### config.mk
export PLATFORM = sky130hd
export DESIGN_NAME = startup_phase_seq
export DESIGN_NICKNAME = d
export VERILOG_FILES = /design/src/rtl/sps_pkg.sv /design/src/rtl/sps_init_timer.sv /design/src/rtl/sps_phase_ctl.sv /design/src/rtl/sps_word_fmt.sv /design/src/rtl/startup_phase_seq.sv
export SDC_FILE = /design/constraint.sdc
export NUM_CORES = 1
export LEC_CHECK = 0
export BUFFER_PORTS_ARGS = -buffer_cell sky130_fd_sc_hd__buf_2
export CORE_MARGIN = 10
export CORE_UTILIZATION = 40
export DETAILED_ROUTE_END_ITERATION = 7
export GPL_ROUTABILITY_DRIVEN = 1
export GPL_TIMING_DRIVEN = 0
export SLEW_MARGIN = 15
export SYNTH_ARGS = -nofsm -noshare
export SYNTH_HDL_FRONTEND = slang
export SYNTH_SLANG_ARGS = --single-unit
### constraint.sdc
create_clock -name clk -period 2.26 [get_ports clk]
set_clock_uncertainty 0.2 [all_clocks]
set_input_delay 0.113 -clock clk [delete_from_list [all_inputs] [get_ports clk]]
set_output_delay 0.113 -clock clk [all_outputs]
set_load 0.02 [all_outputs]
### src/rtl/sps_pkg.sv
package sps_pkg;
   typedef enum logic [2:0] {
      PH_INIT  = 3'd1,
      PH_DEV   = 3'd2,
      PH_TEST  = 3'd3,
      PH_AZ    = 3'd4,
      PH_RUN   = 3'd5,
      PH_FAULT = 3'd7
   } phase_e;

   typedef enum logic [1:0] {
      MD_STD    = 2'd0,
      MD_RANGE  = 2'd1,
      MD_CODE8  = 2'd2,
      MD_CODE10 = 2'd3
   } devmode_e;

   localparam int unsigned NUM_STEP = 3;
   localparam int unsigned NUM_ERR  = 4;
endpackage

### src/rtl/sps_init_timer.sv
module sps_init_timer #(
   parameter int unsigned INIT_CYCLES = 5000000
) (
   input  logic clk,
   input  logic rst_n,
   input  logic run,
   output logic expired
);
   generate
      if (INIT_CYCLES < 1) begin : g_bad
         $error("INIT_CYCLES must be at least 1");
      end
      if (INIT_CYCLES == 1) begin : g_single
         assign expired = run;
      end else begin : g_count
         localparam int unsigned CW = $clog2(INIT_CYCLES);
         localparam logic [CW-1:0] LAST = CW'(INIT_CYCLES - 1);
         logic [CW-1:0] cnt_q;
         always_ff @(posedge clk or negedge rst_n) begin
            if (!rst_n) begin
               cnt_q <= '0;
            end else if (run && cnt_q != LAST) begin
               cnt_q <= cnt_q + 1'b1;
            end
         end
         assign expired = run && (cnt_q == LAST);
      end
   endgenerate
endmodule

### src/rtl/sps_phase_ctl.sv
module sps_phase_ctl
   import sps_pkg::*;
(
   input  logic                clk,
   input  logic                rst_n,
   input  logic                init_expired,
   input  logic [NUM_STEP-1:0] step_done,
   input  logic [NUM_ERR-1:0]  phase_err,
   output phase_e              phase_q,
   output logic                par_q
);
   phase_e phase_d;
   logic   par_set;

   always_comb begin
      phase_d = phase_q;
      par_set = 1'b0;
      unique case (phase_q)
         PH_INIT: begin
            if (init_expired) phase_d = PH_DEV;
         end
         PH_DEV: begin
            if (phase_err[0]) begin
               phase_d = PH_FAULT;
            end else if (step_done[0]) begin
               phase_d = PH_TEST;
               par_set = 1'b1;
            end
         end
         PH_TEST: begin
            if (phase_err[1])      phase_d = PH_FAULT;
            else if (step_done[1]) phase_d = PH_AZ;
         end
         PH_AZ: begin
            if (phase_err[2])      phase_d = PH_FAULT;
            else if (step_done[2]) phase_d = PH_RUN;
         end
         PH_RUN: begin
            if (phase_err[3]) phase_d = PH_FAULT;
         end
         default: phase_d = PH_FAULT;
      endcase
   end

   always_ff @(posedge clk or negedge rst_n) begin
      if (!rst_n) begin
         phase_q <= PH_INIT;
         par_q   <= 1'b0;
      end else begin
         phase_q <= phase_d;
         if (par_set) par_q <= 1'b1;
      end
   end
endmodule

### src/rtl/sps_word_fmt.sv
module sps_word_fmt
   import sps_pkg::*;
#(
   parameter int unsigned WORD_W   = 10,
   parameter int unsigned BYTE_W   = 8,
   parameter logic [WORD_W-1:0] ERR_CODE = '0
) (
   input  phase_e            phase,
   input  logic [1:0]        dev_mode,
   input  logic              wide_en,
   input  logic [BYTE_W-1:0] dev_byte,
   input  logic [BYTE_W-1:0] range_byte,
   input  logic [BYTE_W-1:0] code_byte,
   input  logic [WORD_W-1:0] code_word,
   input  logic [WORD_W-1:0] live_word,
   output logic [WORD_W-1:0] word
);
   localparam int unsigned PAD = WORD_W - BYTE_W;

   generate
      if (WORD_W <= BYTE_W) begin : g_bad
         $error("WORD_W must exceed BYTE_W");
      end
   endgenerate

   logic [BYTE_W-1:0] sel_byte;
   logic [WORD_W-1:0] byte_frame;
   logic [WORD_W-1:0] live_frame;

   always_comb begin
      unique case (devmode_e'(dev_mode))
         MD_STD:   sel_byte = dev_byte;
         MD_RANGE: sel_byte = range_byte;
         default:  sel_byte = code_byte;
      endcase
      byte_frame = wide_en ? {sel_byte, {PAD{1'b0}}} : {{PAD{1'b0}}, sel_byte};
      live_frame = wide_en ? live_word : {{PAD{1'b0}}, live_word[WORD_W-1:PAD]};
   end

   always_comb begin
      if (phase == PH_FAULT) begin
         word = ERR_CODE;
      end else if (phase == PH_DEV) begin
         word = (devmode_e'(dev_mode) == MD_CODE10) ? code_word : byte_frame;
      end else begin
         word = live_frame;
      end
   end
endmodule

### src/rtl/startup_phase_seq.sv
module startup_phase_seq
   import sps_pkg::*;
#(
   parameter int unsigned INIT_CYCLES = 5000000,
   parameter int unsigned WORD_W      = 10,
   parameter int unsigned BYTE_W      = 8,
   parameter logic [WORD_W-1:0] ERR_CODE = 10'h2A5
) (
   input  logic              clk,
   input  logic              rst_n,
   input  logic              sync_stb,
   input  logic [2:0]        step_done,
   input  logic [3:0]        phase_err,
   input  logic [1:0]        dev_mode,
   input  logic              wide_en,
   input  logic [BYTE_W-1:0] dev_byte,
   input  logic [BYTE_W-1:0] range_byte,
   input  logic [BYTE_W-1:0] code_byte,
   input  logic [WORD_W-1:0] code_word,
   input  logic [WORD_W-1:0] live_word,
   output logic [2:0]        phase,
   output logic              tx_en,
   output logic [WORD_W-1:0] tx_word,
   output logic              par_mon_en,
   output logic              fault
);
   phase_e            phase_q;
   logic              init_expired;
   logic              par_q;
   logic [WORD_W-1:0] fmt_word;
   logic              accept;
   logic              tx_en_q;
   logic [WORD_W-1:0] tx_word_q;

   sps_init_timer #(.INIT_CYCLES(INIT_CYCLES)) u_timer (
      .clk     (clk),
      .rst_n   (rst_n),
      .run     (phase_q == PH_INIT),
      .expired (init_expired)
   );

   sps_phase_ctl u_ctl (
      .clk          (clk),
      .rst_n        (rst_n),
      .init_expired (init_expired),
      .step_done    (step_done),
      .phase_err    (phase_err),
      .phase_q      (phase_q),
      .par_q        (par_q)
   );

   sps_word_fmt #(
      .WORD_W   (WORD_W),
      .BYTE_W   (BYTE_W),
      .ERR_CODE (ERR_CODE)
   ) u_fmt (
      .phase      (phase_q),
      .dev_mode   (dev_mode),
      .wide_en    (wide_en),
      .dev_byte   (dev_byte),
      .range_byte (range_byte),
      .code_byte  (code_byte),
      .code_word  (code_word),
      .live_word  (live_word),
      .word       (fmt_word)
   );

   assign accept = sync_stb && (phase_q != PH_INIT);

   always_ff @(posedge clk or negedge rst_n) begin
      if (!rst_n) begin
         tx_en_q   <= 1'b0;
         tx_word_q <= '0;
      end else begin
         tx_en_q <= accept;
         if (accept) tx_word_q <= fmt_word;
      end
   end

   assign phase      = phase_q;
   assign tx_en      = tx_en_q;
   assign tx_word    = tx_word_q;
   assign par_mon_en = par_q;
   assign fault      = (phase_q == PH_FAULT);
endmodule

### After elaboration in Yosys (flattened, before gate mapping)

Index checks and enable logic that the tools add are counted.

* register bits: 38
* output and inout bits: 16

* add/sub/neg operators: 1
* eq/ne operators: 16
* mux-type cells: 18
* reductions and logical operators: 5

Operator list (count)
* $mux 10: 5
* $mux 3: 8
* $add 23x1->23 const B: 1
* $eq 23x23->1 const B: 1
* $ne 23x23->1 const B: 1
* $pmux 8 s2: 1
* $pmux 3 s5: 1
* $eq 3x3->1 const B: 3
* $ne 3x3->1 const B: 3
* $eq 3x2->1 const B: 2
* $reduce_and 5->1: 1
* $ne 2x2->1 const B: 2
* $eq 3x1->1 const B: 1
* $logic_and 1x1->1: 3
* $mux 1: 3
* $ne 3x1->1 const B: 1
* $eq 2x1->1 const B: 1
* $eq 2x2->1 const B: 1
* $logic_not 2->1: 1

### Depth between registers and ports, before layout

Gate-level depths: netlist (run 1).

* depth in word-level cells: 6
* mapped depth: 7
* mapped depth without buffers: 6

### Cells and area by module

Synthesis (run 1) repeated with hierarchy kept, for this count alone.

* cells, all modules: 294
* area total of the unflattened synthesis: 2768.9 um^2

By module, submodules not included
* sps_init_timer: times used 1, cells an instance 110, area each 1161.1 um^2, sequential area each 575.6 um^2
* sps_word_fmt: times used 1, cells an instance 103, area each 763.2 um^2, sequential area each 0.0 um^2
* startup_phase_seq: times used 1, cells an instance 60, area each 631.9 um^2, sequential area each 275.3 um^2
* sps_phase_ctl: times used 1, cells an instance 21, area each 212.7 um^2, sequential area each 101.3 um^2

### Worst setup path before layout (run 1)

No wires, ideal clock.

* kind: register to register
* start: register u_ctl.phase_q[1]
* end: register u_ctl.phase_q[1]
* library setup time: 0.071 ns
* data arrival time: 1.794 ns
* required time: 1.989 ns
* slack: 0.195 ns
* cell stages (with the launch flop): 7
* buffers on the path: 1
* path through: dfrtp_1 > buf_6 > or4b_4 > o32ai_2 > a21o_2 > mux2_1 > nor2_1

* cells in the longest elaborated chain, start to end: 4
* elaborated cells on any way between the ends: 13

RTL lines
* start: declaration: line sps_phase_ctl.sv:9 `output phase_e phase_q,`
* start signal: assignment: line sps_phase_ctl.sv:50 `phase_q <= phase_d;`
* $eq 3x1->1: line sps_phase_ctl.sv:18, startup_phase_seq.sv:38
* $logic_and 1x1->1: line sps_init_timer.sv:26 `assign expired = run && (cnt_q == LAST);`
* $ne 2x2->1 (no line)
* $reduce_and 5->1 (no line)

Parallel ways exist; a longest one is shown, timed or not.
A chain may end at the register's enable or synchronous reset.

### Final worst setup path (run 1)

* start: register u_ctl.phase_q[2]
* end: register u_ctl.phase_q[0]

Same word-level chain as after synthesis.

==> flow_summary.yaml, run 1 <==
status:
  status: "finished clean"
yosys:
  ys_ff_latch: 38
  seq_area_frac_synth_pct: 38.4
  yosysUniqueCellTypes: 62
  synthArstFlopShare_pct: 100
  synthCells: 268
  synth_top_cells_by_area: "dfrtp_1 37%, xnor2_1 5.3%, nand2_1 3.8%"
  synth_area_um2: 2480
  synth_edf_count: 0
  synth_area_per_cell_um2: 9.25
  yosys.area.top_type: "dfrtp_1"
  synth_warnings: 0
  syn-num-nets: 326
  netlist.area_leader.share_pct: 37.4
  dominantRegCellSynth: "dfrtp_1"
setup_path:
  cp_data_required_time_ns: 2.27
  path_cells: "or3b_1 > buf_2 > o32ai_2 > dlygate4sd3_1 > a21oi_1"
  critPathKind: "reg2reg"
  path_max_fanout: 8
  cp-end-kind: "flop"
  crit_path_top_delay_cell: "dlygate4sd3_1"
  crit_path_start_kind: "flop"
  cp_slowest_stage_delay_ns: 0.59
  arrival_ns: 2.14
sta:
  period_share_pct: 94.4
  worst_slew_pin_slew_ns: 0.859
  rsz0062_at_grt: "no"
  fin_tns_setup_ns: 0
  drv_slew: 0
  period_needed_ns: 2.13
  finalHoldViolations: 0
  max_freq_ghz: 0.469
  setup_viol: 0
  max_slew_margin_pct: 42.7
finish:
  final_cell_mix: "76 x buf_2, 37 x dfrtp_1, 25 x nand2_1"
  final_common_cell: "buf_2"
  drive_gt1_share_pct: 30.9
  syn_to_final_growth_pct: 29.7
  final_area_um2: 3220
  diodes: 0
  layout.nets: 419
  fin_cells: 437
  fill_cells: 583
hold_path:
  hp-class: "in2reg"
placed_design:
  place_congestion: 0.820
  dpl.hpwl_mm: 5.55
  place_area_um2: 2920
  portBuffers: 70
  dp.cells: 413
cts:
  cts_sinks: 38
  cts_buffers: 5
  clock_latency_ns: 0.29
  clk_pin_slew_worst_paths_ns: 0.08
  cts_root_buffer: "clkbuf_8"
  htree_levels: 2
  clk_path_buf_depth: 2
  cts_tree: "yes"
power_and_ir_drop:
  vdd_drop_max_uv: 517
  leakage_nw: 1.47
  p_per_area_nw_per_um2: 660
die:
  io_pins: 73
  row_count: 28
  initial_core_util_pct: 41.6
  core_um2: 5960
  dieArea_um2: 9750
  die_x_um: 98.7
  die_h_um: 98.7
run:
  drv_cap: 0
grt:
  globalRoute.totalOverflow: 0
  antenna_found_initial: 0
  grt_max_degree: 39
  grt_pass1_vias: 2388
  grt_pass1_wl_mm: 12.0
  grt_usage_pct: 14.7
routing:
  drc: 0
  dr.first_iter.drc_count: 139
  first_pass_iters: 4
  wl_per_cell_um: 16.4
  vias_per_cell: 5.43
  vias: 2371
  postRouteAntennaNets: 0
  wl_mm: 7.19
[cell type report]
type | count | area, um^2 | share of cell area (%)
plain buffers | 15 | 86.3 | 2.68
flip-flops and latches | 38 | 952 | 29.6
well taps | 75 | 93.8 | 2.92
clock buffers | 5 | 68.8 | 2.14
clock inverters | 3 | 68.8 | 2.14
repair buffers | 86 | 505 | 15.7
multi-input cells | 206 | 1410 | 43.7
inverters | 9 | 33.8 | 1.05
[kinds of logic after synthesis]
logic type | synth area share (%)
adders and majority gates | 0.505
buffers and inverters | 4.85
and+or+nand+nor | 23.2
muxes | 4.74
AOI/OAI and AO/OA | 19.8
xor gates and xnor gates | 8.43
DFF | 38.4
[cells in the mapped netlist (3+ instances only)]
cell and number:
a22oi_1 4, nand2_1 25, nor4_2 3, o21ai_0 18, dfrtp_1 37, nand4_1 6
xor2_1 7, buf_6 3, mux2i_1 5, buf_2 6, and4_1 4, o221ai_1 3
clkbuf_1 5, nand3_1 12, inv_1 9, a221oi_1 3, nand2b_1 3, and3_1 4
nor3_1 6, a21oi_1 15, a211oi_1 8, mux2_2 5, nor2_1 15, a31oi_1 5
xnor2_1 15
[routing by layer]
layer,wire length (um),vias to the layer above,global-route usage (%)
met4,85,0,3.75
met1,3460,1116,19.8
met3,423,6,3.91
li1,-,1174,-
met2,3220,75,22.9
met5,0,-,0
[repair_timing]
item	CTS	global route
hold endpoints to repair	44	0
setup buffers	0	2
hold buffers	14	0
endpoints found under the setup margin	0	2
gates resized for setup	0	0
[flip-flops by register name (all words and copies together), names as in the netlist]
register	count
tx_word	10
u_ctl.phase_q	3
u_ctl.par_q	1
tx_en	1
u_timer.g_count.cnt_q	23
[where the power goes]
group | internal, W | switching, W
Clock | 0.000442 | 0.000248
Sequential | 0.000760 | 0.0000538
Combinational | 0.000256 | 0.000361
Total | 0.00146 | 0.000663
[critical path, delay by kind of cell, from the launching register on]
family	cells	cell delay [ns]
flip-flops	1	0.43
AND/OR/NAND/NOR	1	0.37
AO/OA/AOI/OAI	2	0.28
buffers and inverters	2	0.78
[worst paths after layout]
check	from	endpoint	slack (ns)	cells past startpoint
worst max-delay path	u_ctl.phase_q[2]	u_ctl.phase_q[0]	0.13	5
worst min-delay path	phase_err[0]	u_ctl.phase_q[2]	0.01	3
worst max register to register	u_ctl.phase_q[2]	u_ctl.phase_q[0]	0.13	5
worst min register to register	u_timer.g_count.cnt_q[22]	u_timer.g_count.cnt_q[22]	0.28	1
max in group asynchronous	rst_n	tx_word[3]	1.04	2
min in group asynchronous	rst_n	tx_en	0.27	2
[through the flow]
stage | hold WS (ns) | worst slack (ns) | total power (W) | util [%]
finish | 0.0136 | 0.127 | 0.00212 | 54.0
global route | 0.00145 | 0.0392 | 0.00226 | 54.0
CTS | 0.000903 | 0.112 | 0.00215 | 53.7
detailed placement | 0.0833 | 0.140 | 0.00143 | 49.1
global placement | 0.0737 | 0.146 | 0.00142 | 49.1
floorplan | -0.383 | 0.195 | 0.00120 | -
No activity file was read; power rests on OpenSTA's default activity.
==> run 2, diff against run 1 <==
CAP_MARGIN = 20   (was not set)
MAX_ROUTING_LAYER = met4   (was not set)
==> run 2 against run 1 <==
Net effect:
- die area unchanged
- combinational power about the same
- non-clock buffer count unchanged
- register-to-register slack about the same
- fmax about the same
- setup slack got worse by 0.0015 ns
- global-route usage increased by 0.44 points
- worst hold slack about the same
- wire length about the same
- critical path type unchanged
- critical endpoint unchanged
==> flow_summary.yaml, run 2 (synthesis gave the netlist of run 1 again) <==
placed_design:
  dpl.hpwl_mm: 5.55
  dp.cells: 413
  portBuffers: 70
  place_congestion: 0.832
  post-place-ws_ns: 0.140
die:
  io_pins: 73
  die_x_um: 98.7
  initial_core_util_pct: 41.6
  die_h_um: 98.7
  dieArea_um2: 9750
  core_um2: 5960
  row_count: 28
routing:
  postRouteAntennaNets: 0
  vias: 2380
  wl_mm: 7.19
  vias_per_cell: 5.45
  wl_per_cell_um: 16.4
  first_pass_iters: 6
  dr.first_iter.drc_count: 126
  drc: 0
hold_path:
  hp-class: "in2reg"
  min_from: "phase_err[0]"
  whs_path_depth: 3
  min_to: "u_ctl.phase_q[2]"
sta:
  setup_ws_ns: 0.125
  max_slew_margin_pct: 43.4
  fin_tns_setup_ns: 0
  drv_slew: 0
  rsz0062_at_grt: "no"
  period_share_pct: 94.5
  finalHoldViolations: 0
  max_freq_ghz: 0.468
  setup_viol: 0
  period_needed_ns: 2.13
  worst_slew_pin_slew_ns: 0.849
  hold_slack_ns: 0.0135
power_and_ir_drop:
  power.internal_w: 0.00146
  leakage_nw: 1.47
  comb_power_share_pct: 29.1
  p_sw_w: 0.000665
  switching_share_pct: 31.3
  vdd_drop_max_uv: 517
  seq_power_share_pct: 38.3
  p_per_area_nw_per_um2: 660
  clkPwrFrac_pct: 32.5
cts:
  cts_buffers: 5
  clk_pin_slew_worst_paths_ns: 0.08
  cts_sinks: 38
  clock_latency_ns: 0.29
  cts_root_buffer: "clkbuf_8"
  cts_tree: "yes"
  clk_path_buf_depth: 2
  htree_levels: 2
setup_path:
  reg2reg_to: "u_ctl.phase_q[0]"
  r2r_slack_ns: 0.13
  critPathKind: "reg2reg"
  cp_data_required_time_ns: 2.27
  path_max_fanout: 8
  r2r_cells: 5
  arrival_ns: 2.14
  crit_path_start_kind: "flop"
  cp-end-kind: "flop"
  reg2reg_from: "u_ctl.phase_q[2]"
grt:
  antenna_found_initial: 0
  grt_pass1_wl_mm: 12.0
  grt_usage_pct: 15.2
  grt_pass1_vias: 2385
  globalRoute.totalOverflow: 0
  grt_max_degree: 39
status:
  status: "finished clean"
finish:
  fill_cells: 583
  largest_reg_flops: 23
  final_common_cell: "buf_2"
  final_cell_mix: "76 x buf_2, 37 x dfrtp_1, 25 x nand2_1"
  layout.nets: 419
  largest_register: "u_timer.g_count.cnt_q"
  fin_util_pct: 54.0
  drive_gt1_share_pct: 30.9
  fin_cells: 437
  syn_to_final_growth_pct: 29.7
  diodes: 0
run:
  drv_cap: 0
==> run 2: cell counts in the layout (fill, tap and decap cells not counted) <==
No cell type changed its count.
==> run 2: power groups by stage <==
stage | combinational, W | sequential, W | clock [W]
after global placement | 0.000595 | 0.000829 | 0
final | 0.000618 | 0.000814 | 0.000691
after detailed placement | 0.000600 | 0.000829 | 0
after CTS | 0.000621 | 0.000816 | 0.000713
after floorplan | 0.000292 | 0.000907 | 0
after global routing | 0.000681 | 0.000826 | 0.000748
==> run 2: layout make-up <==
type / count / area, um^2 / share of cell area, %
Clock buffer: 5 / 68.8 / 2.14
Buffer: 15 / 86.3 / 2.68
Clock inverter: 3 / 68.8 / 2.14
Tap cell: 75 / 93.8 / 2.92
Inverter: 9 / 33.8 / 1.05
Timing Repair Buffer: 86 / 505 / 15.7
Sequential cell: 38 / 952 / 29.6
Multi-Input combinational cell: 206 / 1410 / 43.7
==> run 2: metrics by stage <==
stage                     area (um^2)  total power [W]
after floorplan                  2480          0.00120
after global placement           2920          0.00142
after detailed placement         2920          0.00143
after CTS                        3200          0.00215
after global routing             3220          0.00226
final                            3220          0.00212
==> run 2: layer usage <==
metal / GRT usage (%) / wire, um / up-vias / share of wire (%)
li1: - / - / 1175 / -
met1: 20.2 / 3530 / 1121 / 49
met2: 22.8 / 3210 / 78 / 45
met3: 3.42 / 363 / 6 / 5.1
met4: 3.75 / 82 / 0 / 1.1
met5: - / 0 / - / 0
==> run 2: worst max-delay path by stage <==
| stage | slack (ns) | startpoint | end |
|---|---|---|---|
| after floorplan | 0.19 | u_ctl.phase_q[1] | u_ctl.phase_q[1] |
| after global placement | 0.15 | u_ctl.phase_q[0] | u_timer.g_count.cnt_q[21] |
| after detailed placement | 0.14 | u_ctl.phase_q[0] | u_timer.g_count.cnt_q[22] |
| after CTS | 0.11 | u_ctl.phase_q[1] | u_ctl.phase_q[0] |
| after global routing | 0.04 | u_ctl.phase_q[0] | u_timer.g_count.cnt_q[21] |
| final | 0.13 | u_ctl.phase_q[2] | u_ctl.phase_q[0] |
==> run 2: repair_timing <==
action                                 4_1_cts  5_1_grt
hold buffers                                14        0
resized for setup                            0        0
buffers inserted                             0        2
setup endpoints to repair                    0        2
endpoints found under the hold margin       44        0
==> run 2: worst max-delay path, cell delays in order, from the launching register on <==
cell and delay, ns:
dfrtp_1 0.43, or3b_1 0.37, buf_2 0.19, o32ai_2 0.24, dlygate4sd3_1 0.59, a21oi_1 0.04
